**src/rtl/divflags_pkg.sv**
```systemverilog
package divflags_pkg;

    typedef enum logic [1:0] {
        DM_WORD     = 2'b00,
        DM_LONG     = 2'b01,
        DM_QUAD     = 2'b10,
        DM_LONG_ALT = 2'b11
    } div_mode_e;

    typedef enum logic [1:0] {
        ST_IDLE,
        ST_CALC,
        ST_PACK,
        ST_DONE
    } div_state_e;

    typedef struct packed {
        logic n;
        logic z;
        logic v;
        logic c;
    } ccr_t;

endpackage

```
**src/rtl/div_operand_prep.sv**
```systemverilog
module div_operand_prep
    import divflags_pkg::*;
#(
    parameter int XLEN = 32
) (
    input  div_mode_e           mode,
    input  logic                is_signed,
    input  logic [XLEN-1:0]     src_hi,
    input  logic [XLEN-1:0]     src_lo,
    input  logic [XLEN-1:0]     divisor,
    output logic [2*XLEN-1:0]   dividend_mag,
    output logic [XLEN-1:0]     divisor_mag,
    output logic                quot_neg,
    output logic                rem_neg,
    output logic                div_by_zero
);
    localparam int DW   = 2 * XLEN;
    localparam int HALF = XLEN / 2;

    logic [DW-1:0]   num_ext;
    logic [DW-1:0]   num_abs;
    logic            num_sign;
    logic [XLEN-1:0] den_ext;
    logic            den_sign;

    always_comb begin
        if (mode == DM_QUAD) begin
            num_ext = {src_hi, src_lo};
        end else if (is_signed) begin
            num_ext = {{XLEN{src_lo[XLEN-1]}}, src_lo};
        end else begin
            num_ext = {{XLEN{1'b0}}, src_lo};
        end
        num_sign = is_signed & num_ext[DW-1];
        num_abs  = num_sign ? (~num_ext + 1'b1) : num_ext;
        // 32-bit dividends are pre-aligned so that XLEN shifts finish the job
        if (mode == DM_QUAD) begin
            dividend_mag = num_abs;
        end else begin
            dividend_mag = {num_abs[XLEN-1:0], {XLEN{1'b0}}};
        end

        if (mode == DM_WORD) begin
            den_ext = is_signed ? {{HALF{divisor[HALF-1]}}, divisor[HALF-1:0]}
                                : {{HALF{1'b0}}, divisor[HALF-1:0]};
        end else begin
            den_ext = divisor;
        end
        den_sign    = is_signed & den_ext[XLEN-1];
        divisor_mag = den_sign ? (~den_ext + 1'b1) : den_ext;

        div_by_zero = (den_ext == '0);
        quot_neg    = num_sign ^ den_sign;
        rem_neg     = num_sign;
    end
endmodule

```
**src/rtl/div_restoring_core.sv**
```systemverilog
module div_restoring_core #(
    parameter int XLEN = 32
) (
    input  logic                clk,
    input  logic                rst_n,
    input  logic                load,
    input  logic                step,
    input  logic [2*XLEN-1:0]   dividend_mag,
    input  logic [XLEN-1:0]     divisor_mag,
    output logic [2*XLEN-1:0]   quot_mag,
    output logic [XLEN-1:0]     rem_mag
);
    localparam int DW = 2 * XLEN;

    logic [DW-1:0]   q_r;
    logic [XLEN-1:0] r_r;
    logic [XLEN-1:0] d_r;
    logic [XLEN:0]   trial;
    logic [XLEN:0]   diff;
    logic            fits;

    always_comb begin
        trial = {r_r, q_r[DW-1]};
        diff  = trial - {1'b0, d_r};
        fits  = ~diff[XLEN];
    end

    always_ff @(posedge clk or negedge rst_n) begin
        if (!rst_n) begin
            q_r <= '0;
            r_r <= '0;
            d_r <= '0;
        end else if (load) begin
            q_r <= dividend_mag;
            r_r <= '0;
            d_r <= divisor_mag;
        end else if (step) begin
            q_r <= {q_r[DW-2:0], fits};
            r_r <= fits ? diff[XLEN-1:0] : trial[XLEN-1:0];
        end
    end

    assign quot_mag = q_r;
    assign rem_mag  = r_r;

    AST_REM_BELOW_DIVISOR: assert property (@(posedge clk) disable iff (!rst_n)
        step |=> (r_r < d_r));
endmodule

```
**src/rtl/div_result_pack.sv**
```systemverilog
module div_result_pack
    import divflags_pkg::*;
#(
    parameter int XLEN = 32
) (
    input  div_mode_e           mode,
    input  logic                is_signed,
    input  logic                same_reg,
    input  logic                n_keep,
    input  logic                quot_neg,
    input  logic                rem_neg,
    input  logic [2*XLEN-1:0]   quot_mag,
    input  logic [XLEN-1:0]     rem_mag,
    output logic [XLEN-1:0]     quot_word,
    output logic [XLEN-1:0]     rem_word,
    output logic                quot_wr,
    output logic                rem_wr,
    output logic                overflow,
    output ccr_t                ccr
);
    localparam int DW   = 2 * XLEN;
    localparam int HALF = XLEN / 2;
    localparam logic [DW-1:0] ONE       = 1;
    localparam logic [DW-1:0] U_LIM_H   = (ONE << HALF) - ONE;
    localparam logic [DW-1:0] U_LIM_F   = (ONE << XLEN) - ONE;
    localparam logic [DW-1:0] SPOS_LIM_H = (ONE << (HALF - 1)) - ONE;
    localparam logic [DW-1:0] SNEG_LIM_H = ONE << (HALF - 1);
    localparam logic [DW-1:0] SPOS_LIM_F = (ONE << (XLEN - 1)) - ONE;
    localparam logic [DW-1:0] SNEG_LIM_F = ONE << (XLEN - 1);

    logic            is_word;
    logic [DW-1:0]   limit;
    logic [DW-1:0]   q_val;
    logic [XLEN-1:0] r_val;

    always_comb begin
        is_word = (mode == DM_WORD);
        if (!is_signed) begin
            limit = is_word ? U_LIM_H : U_LIM_F;
        end else if (quot_neg) begin
            limit = is_word ? SNEG_LIM_H : SNEG_LIM_F;
        end else begin
            limit = is_word ? SPOS_LIM_H : SPOS_LIM_F;
        end
        overflow = (quot_mag > limit);

        q_val = quot_neg ? (~quot_mag + 1'b1) : quot_mag;
        r_val = rem_neg ? (~rem_mag + 1'b1) : rem_mag;

        rem_word = r_val;
        if (is_word) begin
            quot_word = {r_val[HALF-1:0], q_val[HALF-1:0]};
            ccr.n     = q_val[HALF-1];
            ccr.z     = (q_val[HALF-1:0] == '0);
        end else begin
            quot_word = q_val[XLEN-1:0];
            ccr.n     = q_val[XLEN-1];
            ccr.z     = (q_val[XLEN-1:0] == '0);
        end
        ccr.v = 1'b0;
        ccr.c = 1'b0;
        quot_wr = 1'b1;
        rem_wr  = !is_word && !same_reg;

        if (overflow) begin
            ccr     = '{n: n_keep, z: 1'b0, v: 1'b1, c: 1'b0};
            quot_wr = 1'b0;
            rem_wr  = 1'b0;
        end
    end
endmodule

```
**src/rtl/iter_divider.sv**
```systemverilog
module iter_divider
    import divflags_pkg::*;
#(
    parameter int XLEN = 32
) (
    input  logic            clk,
    input  logic            rst_n,
    input  logic            start,
    input  logic [1:0]      mode,
    input  logic            is_signed,
    input  logic            same_reg,
    input  logic            n_in,
    input  logic [XLEN-1:0] src_hi,
    input  logic [XLEN-1:0] src_lo,
    input  logic [XLEN-1:0] divisor,
    output logic            busy,
    output logic            done,
    output logic            div_zero,
    output logic            quot_we,
    output logic            rem_we,
    output logic [XLEN-1:0] quot_out,
    output logic [XLEN-1:0] rem_out,
    output logic            flag_n,
    output logic            flag_z,
    output logic            flag_v,
    output logic            flag_c
);
    localparam int DW    = 2 * XLEN;
    localparam int CNT_W = $clog2(DW);
    localparam logic [CNT_W-1:0] LAST_SHORT = CNT_W'(XLEN - 1);
    localparam logic [CNT_W-1:0] LAST_LONG  = CNT_W'(DW - 1);

    div_state_e state_q, state_d;
    div_mode_e  mode_in, mode_q;

    logic sgn_q, same_q, nin_q, qneg_q, rneg_q, dz_q;
    logic [CNT_W-1:0] cnt_q, last_q;
    logic qwe_q, rwe_q;
    logic [XLEN-1:0] quot_q, rem_q;
    ccr_t ccr_q;

    logic [DW-1:0]   prep_dividend;
    logic [XLEN-1:0] prep_divisor;
    logic            prep_qneg, prep_rneg, prep_dz;
    logic [DW-1:0]   core_quot;
    logic [XLEN-1:0] core_rem;
    logic [XLEN-1:0] pk_quot, pk_rem;
    logic            pk_qwe, pk_rwe, pk_ovf;
    ccr_t            pk_ccr;
    logic            accept;

    assign mode_in = div_mode_e'(mode);
    assign accept  = (state_q == ST_IDLE) && start;

    div_operand_prep #(.XLEN(XLEN)) u_prep (
        .mode         (mode_in),
        .is_signed    (is_signed),
        .src_hi       (src_hi),
        .src_lo       (src_lo),
        .divisor      (divisor),
        .dividend_mag (prep_dividend),
        .divisor_mag  (prep_divisor),
        .quot_neg     (prep_qneg),
        .rem_neg      (prep_rneg),
        .div_by_zero  (prep_dz)
    );

    div_restoring_core #(.XLEN(XLEN)) u_core (
        .clk          (clk),
        .rst_n        (rst_n),
        .load         (accept && !prep_dz),
        .step         (state_q == ST_CALC),
        .dividend_mag (prep_dividend),
        .divisor_mag  (prep_divisor),
        .quot_mag     (core_quot),
        .rem_mag      (core_rem)
    );

    div_result_pack #(.XLEN(XLEN)) u_pack (
        .mode      (mode_q),
        .is_signed (sgn_q),
        .same_reg  (same_q),
        .n_keep    (nin_q),
        .quot_neg  (qneg_q),
        .rem_neg   (rneg_q),
        .quot_mag  (core_quot),
        .rem_mag   (core_rem),
        .quot_word (pk_quot),
        .rem_word  (pk_rem),
        .quot_wr   (pk_qwe),
        .rem_wr    (pk_rwe),
        .overflow  (pk_ovf),
        .ccr       (pk_ccr)
    );

    always_comb begin
        state_d = state_q;
        unique case (state_q)
            ST_IDLE: if (start) state_d = prep_dz ? ST_DONE : ST_CALC;
            ST_CALC: if (cnt_q == last_q) state_d = ST_PACK;
            ST_PACK: state_d = ST_DONE;
            ST_DONE: state_d = ST_IDLE;
            default: state_d = ST_IDLE;
        endcase
    end

    always_ff @(posedge clk or negedge rst_n) begin
        if (!rst_n) state_q <= ST_IDLE;
        else        state_q <= state_d;
    end

    always_ff @(posedge clk or negedge rst_n) begin
        if (!rst_n) begin
            mode_q <= DM_WORD;
            sgn_q  <= 1'b0;
            same_q <= 1'b0;
            nin_q  <= 1'b0;
            qneg_q <= 1'b0;
            rneg_q <= 1'b0;
            dz_q   <= 1'b0;
            cnt_q  <= '0;
            last_q <= '0;
            qwe_q  <= 1'b0;
            rwe_q  <= 1'b0;
            quot_q <= '0;
            rem_q  <= '0;
            ccr_q  <= '0;
        end else begin
            if (accept) begin
                mode_q <= mode_in;
                sgn_q  <= is_signed;
                same_q <= same_reg;
                nin_q  <= n_in;
                qneg_q <= prep_qneg;
                rneg_q <= prep_rneg;
                dz_q   <= prep_dz;
                cnt_q  <= '0;
                last_q <= (mode_in == DM_QUAD) ? LAST_LONG : LAST_SHORT;
                qwe_q  <= 1'b0;
                rwe_q  <= 1'b0;
                ccr_q  <= '{n: n_in, z: 1'b0, v: 1'b0, c: 1'b0};
            end
            if (state_q == ST_CALC) begin
                cnt_q <= cnt_q + 1'b1;
            end
            if (state_q == ST_PACK) begin
                qwe_q  <= pk_qwe;
                rwe_q  <= pk_rwe;
                quot_q <= pk_quot;
                rem_q  <= pk_rem;
                ccr_q  <= pk_ccr;
            end
        end
    end

    assign busy     = (state_q != ST_IDLE);
    assign done     = (state_q == ST_DONE);
    assign div_zero = done && dz_q;
    assign quot_we  = done && qwe_q;
    assign rem_we   = done && rwe_q;
    assign quot_out = quot_q;
    assign rem_out  = rem_q;
    assign flag_n   = ccr_q.n;
    assign flag_z   = ccr_q.z;
    assign flag_v   = ccr_q.v;
    assign flag_c   = ccr_q.c;

    AST_DONE_SINGLE: assert property (@(posedge clk) disable iff (!rst_n)
        done |=> !done);
    AST_OVF_NO_WRITE: assert property (@(posedge clk) disable iff (!rst_n)
        (done && flag_v) |-> (!quot_we && !rem_we && !flag_z));
    AST_CARRY_CLEAR: assert property (@(posedge clk) disable iff (!rst_n)
        done |-> !flag_c);
    AST_DZ_NO_WRITE: assert property (@(posedge clk) disable iff (!rst_n)
        div_zero |-> (!quot_we && !rem_we));
    AST_BUSY_HOLD: assert property (@(posedge clk) disable iff (!rst_n)
        (busy && !done) |=> busy);
endmodule

```
**config.mk**
```make
export PLATFORM = sky130hd
export DESIGN_NAME = iter_divider
export DESIGN_NICKNAME = d
export VERILOG_FILES = /design/src/rtl/divflags_pkg.sv /design/src/rtl/div_operand_prep.sv /design/src/rtl/div_restoring_core.sv /design/src/rtl/div_result_pack.sv /design/src/rtl/iter_divider.sv
export SDC_FILE = /design/constraint.sdc
export NUM_CORES = 1
export LEC_CHECK = 0
export ABC_AREA = 1
export BUFFER_PORTS_ARGS = -buffer_cell sky130_fd_sc_hd__buf_2
export CAP_MARGIN = 20
export CORE_AREA = 2 2 198 181
export CTS_CLUSTER_SIZE = 10
export DETAILED_ROUTE_END_ITERATION = 8
export DIE_AREA = 0 0 200 183
export GPL_ROUTABILITY_DRIVEN = 0
export PLACE_DENSITY = 0.69
export SLEW_MARGIN = 0
export SYNTH_ARGS = -nofsm -noshare
export SYNTH_HDL_FRONTEND = slang
export SYNTH_SLANG_ARGS = --single-unit
```
**constraint.sdc**
```tcl
create_clock -name clk -period 6.6 [get_ports clk]
set_clock_uncertainty 0.1 [all_clocks]
set_input_delay 0.99 -clock clk [delete_from_list [all_inputs] [get_ports clk]]
set_output_delay 0.99 -clock clk [all_outputs]
set_load 0.05 [all_outputs]
```
# After elaboration in Yosys (flattened, before gate mapping)
# Cells that the tools add are included.
[word_totals] ff_bits=220 output_inout_bits=73
[op_classes] addsub=6 magnitude_cmp=1 n_eq_ne=7 muxes=36 bitwise=8 reduce_logical=20
[op_table] operator="64-bit two-way mux" count=8
[op_table] operator="32-bit two-way mux" count=11
[op_table] operator="32-bit by 1-bit adder with 32-bit output (second input constant)" count=3
[op_table] operator="32-bit NOT" count=3
[op_table] operator="64-bit by 1-bit adder with 64-bit output (second input constant)" count=1
[op_table] operator="64-bit > comparator" count=1
[op_table] operator="32-bit logical NOT" count=2
[op_table] operator="64-bit NOT" count=1
[op_table] operator="33-bit by 32-bit subtractor with 33-bit output" count=1
[op_table] operator="31-bit two-way mux" count=1
[op_table] operator="6-bit two-way mux" count=3
[op_table] operator="16-bit logical NOT" count=1
[op_table] operator="4-bit two-way mux" count=3
[op_table] operator="2-bit two-way mux" count=4
[op_table] operator="2-bit one-hot mux with 4 select lines" count=1
[op_table] operator="2-bit nonzero test" count=4
[op_table] operator="6-bit by 1-bit adder with 6-bit output (second input constant)" count=1
[op_table] operator="2-bit equality test (second input constant)" count=3
[op_table] operator="6-bit equality test" count=1
[op_table] operator="1-bit logical AND" count=6
[op_table] operator="2-bit logical NOT" count=3
[op_table] operator="1-bit two-way mux" count=5
[op_table] operator="2-bit != test (second input constant)" count=2
[op_table] operator="1-bit logical NOT" count=3
[op_table] operator="other kinds (5)" count=6

# Logic depth before layout (Yosys ltp)
[depth] ltp_word=7 ltp_mapped=21

# Cells and area by module
# A second synthesis with hierarchy kept.
[hier_totals] cells_unflattened=3058 hier_area_um2=18814.3
[modules_own_cells] module="div_restoring_core" instances=1 cells_per_inst=1163 area_per_inst_um2=8111.5 seq_area_each_um2=3203.1
[modules_own_cells] module="div_operand_prep" instances=1 cells_per_inst=887 area_per_inst_um2=4060.1 seq_area_each_um2=0.0
[modules_own_cells] module="iter_divider" instances=1 cells_per_inst=409 area_per_inst_um2=3568.4 seq_area_each_um2=2202.1
[modules_own_cells] module="div_result_pack" instances=1 cells_per_inst=599 area_per_inst_um2=3074.2 seq_area_each_um2=0.0

# Worst setup path after synthesis
# OpenSTA, ideal clock, no wires.
[synth_path] kind="in2reg" startpoint="input src_lo[0]" endpoint="register u_core.q_r[44] (netlist: u_core.quot_mag[44])" setup_time_ns=0.117 arrival_ns=2.656 t_required_ns=6.383 path_slack_ns=3.728 path_stages=13 cell_sequence="inv_1 ha_1 nand3_1 nor2_1 nand4_1 nor2_1 nand3_1 o21ai_0 o21ai_0 nand3_1 nand3_1 nand2_1 nand2_1"
[synth_via] elab_chain_len=7
[synth_rtl] element="start: declaration" line="iter_divider.sv:14" source="input logic [XLEN-1:0] src_lo,"
[synth_rtl] element="64-bit two-way mux" line="div_operand_prep.sv:29" source="end else if (is_signed) begin"
[synth_rtl] element="64-bit two-way mux (*)" line="div_operand_prep.sv:27" source="if (mode == DM_QUAD) begin"
[synth_rtl] element="64-bit NOT (*)" line="div_operand_prep.sv:35" source="num_abs = num_sign ? (~num_ext + 1'b1) : num_ext;"
[synth_rtl] element="64-bit by 1-bit adder with 64-bit output (*)" line="div_operand_prep.sv:35"
[synth_rtl] element="64-bit two-way mux (*)" line="div_operand_prep.sv:35"
[synth_rtl] element="64-bit two-way mux (*)" line="div_operand_prep.sv:37" source="if (mode == DM_QUAD) begin"
[synth_rtl] element="64-bit two-way mux (*)" line="div_restoring_core.sv:33" source="end else if (load) begin"
[synth_rtl] element="end signal: assignment" line="div_restoring_core.sv:34" source="q_r <= dividend_mag;"
[synth_rtl] element="end signal: assignment" line="div_restoring_core.sv:38" source="q_r <= {q_r[DW-2:0], fits};"
[synth_rtl] element="end: declaration" line="div_restoring_core.sv:15" source="logic [DW-1:0] q_r;"
# Mark *: on every way between the ends. The rest lies on a longest branch, timed or not.
# A chain may end at the register's enable or synchronous reset.

# Final worst setup path
[layout_path] startpoint="register state_q[0]" endpoint="register u_core.r_r[1] (netlist: u_core.rem_mag[1])"
[layout_via] elab_chain_len=4 elab_cells_between_ends=6
[layout_rtl] element="start: declaration" line="iter_divider.sv:33" source="div_state_e state_q, state_d;"
[layout_rtl] element="start signal: assignment" line="iter_divider.sv:109" source="else state_q <= state_d;"
[layout_rtl] element="2-bit logical NOT" line="iter_divider.sv:53" source="assign accept = (state_q == ST_IDLE) && start;"
[layout_rtl] element="1-bit logical AND" line="iter_divider.sv:53"
[layout_rtl] element="1-bit logical AND" line="iter_divider.sv:71" source=".load (accept && !prep_dz),"
[layout_rtl] element="32-bit two-way mux / 2-bit nonzero test (equally long branches)"
[layout_rtl] element="end signal: assignment" line="div_restoring_core.sv:39" source="r_r <= fits ? diff[XLEN-1:0] : trial[XLEN-1:0];"
[layout_rtl] element="end: declaration" line="div_restoring_core.sv:16" source="logic [XLEN-1:0] r_r;"
# Parallel ways exist; a longest one is shown, timed or not.

==> results.md <==
* Status: finished clean
* Largest net degree at the start of global routing at 123
* Final hold vios at 0
* Post-DP HPWL at roughly 42,000 um
* Post-synth top area cell: dfrtp_1
* Metal-1 WL at 24,900 um
* Worst skew pair latency at approximately 0.55 ns
* Nets@finish at 2,927
* Port Buffers at 175
* Area grow syn2layout at 10.7%
* Met3 Wirelength at 5470 um
* DR top layer: met4
* Static leakage at 9.75 nW
* Library cells used by synthesis at between 50 and 60
* Setup CP Type: reg -> reg
* Total track usage at 0.297
* Post-CTS sizing at 0
* Post-synthesis register bit count at approximately 220
* Drt wl/cell at 16.8 um
* TritonCTS Buffers at 26
* Root Buffer: clkbuf_16
* Htree depth at 1
* Type of origin of the critical path: flop
* Multi-input logic area at 0.0101 mm2
* Async S/R FF share, synth at 1.00
* Cell Area, Synth at 0.0171 mm2
* Fin area at between 0.015 and 0.02 mm2
* Critical Path Source: state_q[0]
* Reg2reg start: state_q[0]
* Number of global-route vias before repair at about 16,000
* DRT iter0 DRCs at 1,732
* Via Count at 17,800
* Maximum clock rate at 239 MHz
* Most frequent cell after synthesis: nand2_1
* CTS sink cnt at 215
* Layout cell share with drive strength beyond 1 at 0.0885
* Critical Path RT at 6.96 ns
* I/O pins at ~180
* Final WL at 54,200 um
* Syn Nets at roughly 2,800
* CP max FO at between 70 and 80
* TritonCTS clock tree: done
* Fill cells at 3,460
* Endpoint class of the critical path: flop
* Syn avg cell area at 6.49 um2
* RSZ-0062 raised after global routing: no
* Slew HR at 0.307
* Die Y-Extent at 183 um
* Post-Place Cell Area at 0.0182 mm2
* Drt via density at ~5.5
* DIE AREA at around 0.037 mm2
* Rows at 65
* Reg area at 0.00538 mm2
* Worst slew pin tran at 1.04 ns
* Post-synth top cells: nand2_1 (784), inv_1 (293), nor2_1 (283)
* Register area share after synthesis at 0.315
* Die Span X at 200 um
* CTS Buffer Depth at 3
* Warnings from Yosys at 0
* Main flop type after synthesis: dfrtp_1
* Worst hold path type: in -> async
* Max_cap viols at 0
* Met2 wire length at 22,500 um
* CP Data Arrival Time at 4.55 ns
* Slew Limit Fails at 0
* Ant. Diodes at 0
* Setup tns final at 0 ns
* Final period util at 0.634
* Synth top area cells: dfrtp_1 (31%), nand2_1 (17%), inv_1 (6.4%), o21ai_0 (6.4%), nor2_1 (6.2%)
* Gate count of the mapped netlist at 2,636
* Gr ovfl total at 0
* Initial antenna violation count at 0
* Postcts setup bufs at 0
* Core Area at between 0.03 and 0.04 mm2
* Clock-pin slew on the worst setup and hold paths at 0.05 ns
* Power Dens Cells at 543 mW/mm2
* Global-route wire length before repair at 86,700 um
* Setup violators final at 0
* EDFF count, synth at 0
* Share of Yosys cell area claimed by the top area cell type at 0.315
* DRC at 0
* Initial Util at 0.495
* Hold-fix buffers, CTS at 0
* Antenna-violating nets left at 0
* Fin crit period at 4.19 ns
* DRT Pass-1 Iters at 7
* Peak supply drop at 0.000252 V
[area by class of cell]
class	count	area share
inverters	302	0.0600
clock inverters	3	0.00152
flip-flops and latches	215	0.284
clock buffers	32	0.0361
repair buffers	186	0.0528
multi-input cells	2029	0.535
well taps	469	0.0310
[routing by layer]
metal | GRT usage | up-vias
li1 | - | 8779
met1 | 0.446 | 8203
met2 | 0.435 | 760
met3 | 0.0601 | 81
met4 | 0.0747 | 0
met5 | 0 | -
[path summary, 6_finish.rpt]
| check | depth (start not counted) | end | slack [ns] |
|---|---|---|---|
| setup / recovery | 11 | u_core.rem_mag[1] | 2.41 |
| hold / removal | 1 | quot_out[12] | 0.37 |
| setup reg to reg | 11 | u_core.rem_mag[1] | 2.41 |
| hold reg to reg | 2 | rem_out[14] | 0.37 |
| max in group asynchronous | 2 | u_core.d_r[14] | 4.90 |
| min in group clk | 2 | rem_out[14] | 0.37 |
[through the flow]
step           hold slack (ns)  utilization  cells  total power [mW]  worst slack [ns]
3_5_place_dp             0.362        0.527   3200              8.87              1.92
4_1_cts                  0.377        0.547   3235              10.2              2.43
6_report                 0.373        0.548   3236              10.3              2.41
5_1_grt                  0.401        0.548   3236              11.2              2.06
3_3_place_gp             0.359        0.527   3200              8.75              1.97
2_1_floorplan            0.349            -   2636              7.21              3.73
[registers in the layout (all words and copies together), names as in the netlist]
register,cells
rem_out,32
mode_q,2
u_core.d_r,32
same_q,1
quot_out,32
u_core.rem_mag,32
flag_v,1
qneg_q,1
flag_n,1
sgn_q,1
flag_z,1
cnt_q,6
rwe_q,1
last_q,2
rneg_q,1
u_core.quot_mag,64
dz_q,1
qwe_q,1
state_q,2
nin_q,1
[worst max-delay path, stage by stage (launching register included)]
cell and delay (ns):
dfrtp_1 0.37, inv_1 0.10, ha_1 0.23, nand2_1 0.45
clkinv_1 0.30, buf_4 0.26, nand2_4 0.56, inv_4 0.40
nor2_4 0.79, buf_12 0.27, o21ai_0 0.10, o21ai_1 0.11
[layout by cell type (no fill, tap or decap), types with 3 or more instances in the layout]
cell type / instances
clkbuf_16: 26
ha_1: 62
nor4_1: 13
nor3_1: 31
or2_2: 7
a31oi_1: 5
o211ai_1: 20
inv_2: 7
o21a_1: 4
o21ai_1: 55
nand2_2: 4
nand3_1: 208
o31ai_1: 3
buf_2: 174
nand3b_1: 6
dfrtp_1: 215
nor2_1: 283
nand2_1: 784
o21bai_1: 4
nor2_4: 3
a21o_1: 6
nand4_1: 51
xnor2_1: 31
inv_1: 292
a21oi_1: 97
clkbuf_1: 5
xor2_1: 98
o21ai_0: 218
a22oi_1: 13
buf_4: 8
[where the power goes]
group | total (mW) | internal [mW] | switching [mW]
combinational | 6.52 | 1.99 | 4.53
clock | 1.26 | 0.717 | 0.544
sequential | 2.49 | 1.91 | 0.586
[kinds of logic after synthesis]
group | count (synthesis) | synth area share
other cells | 1 | 0.000219
flops | 215 | 0.315
buf+inv | 392 | 0.0937
simple gates | 1402 | 0.343
fa+ha+maj | 63 | 0.0465
compound gates | 434 | 0.136
xor+xnor | 129 | 0.0661
Power figures use the tool's default switching activity.
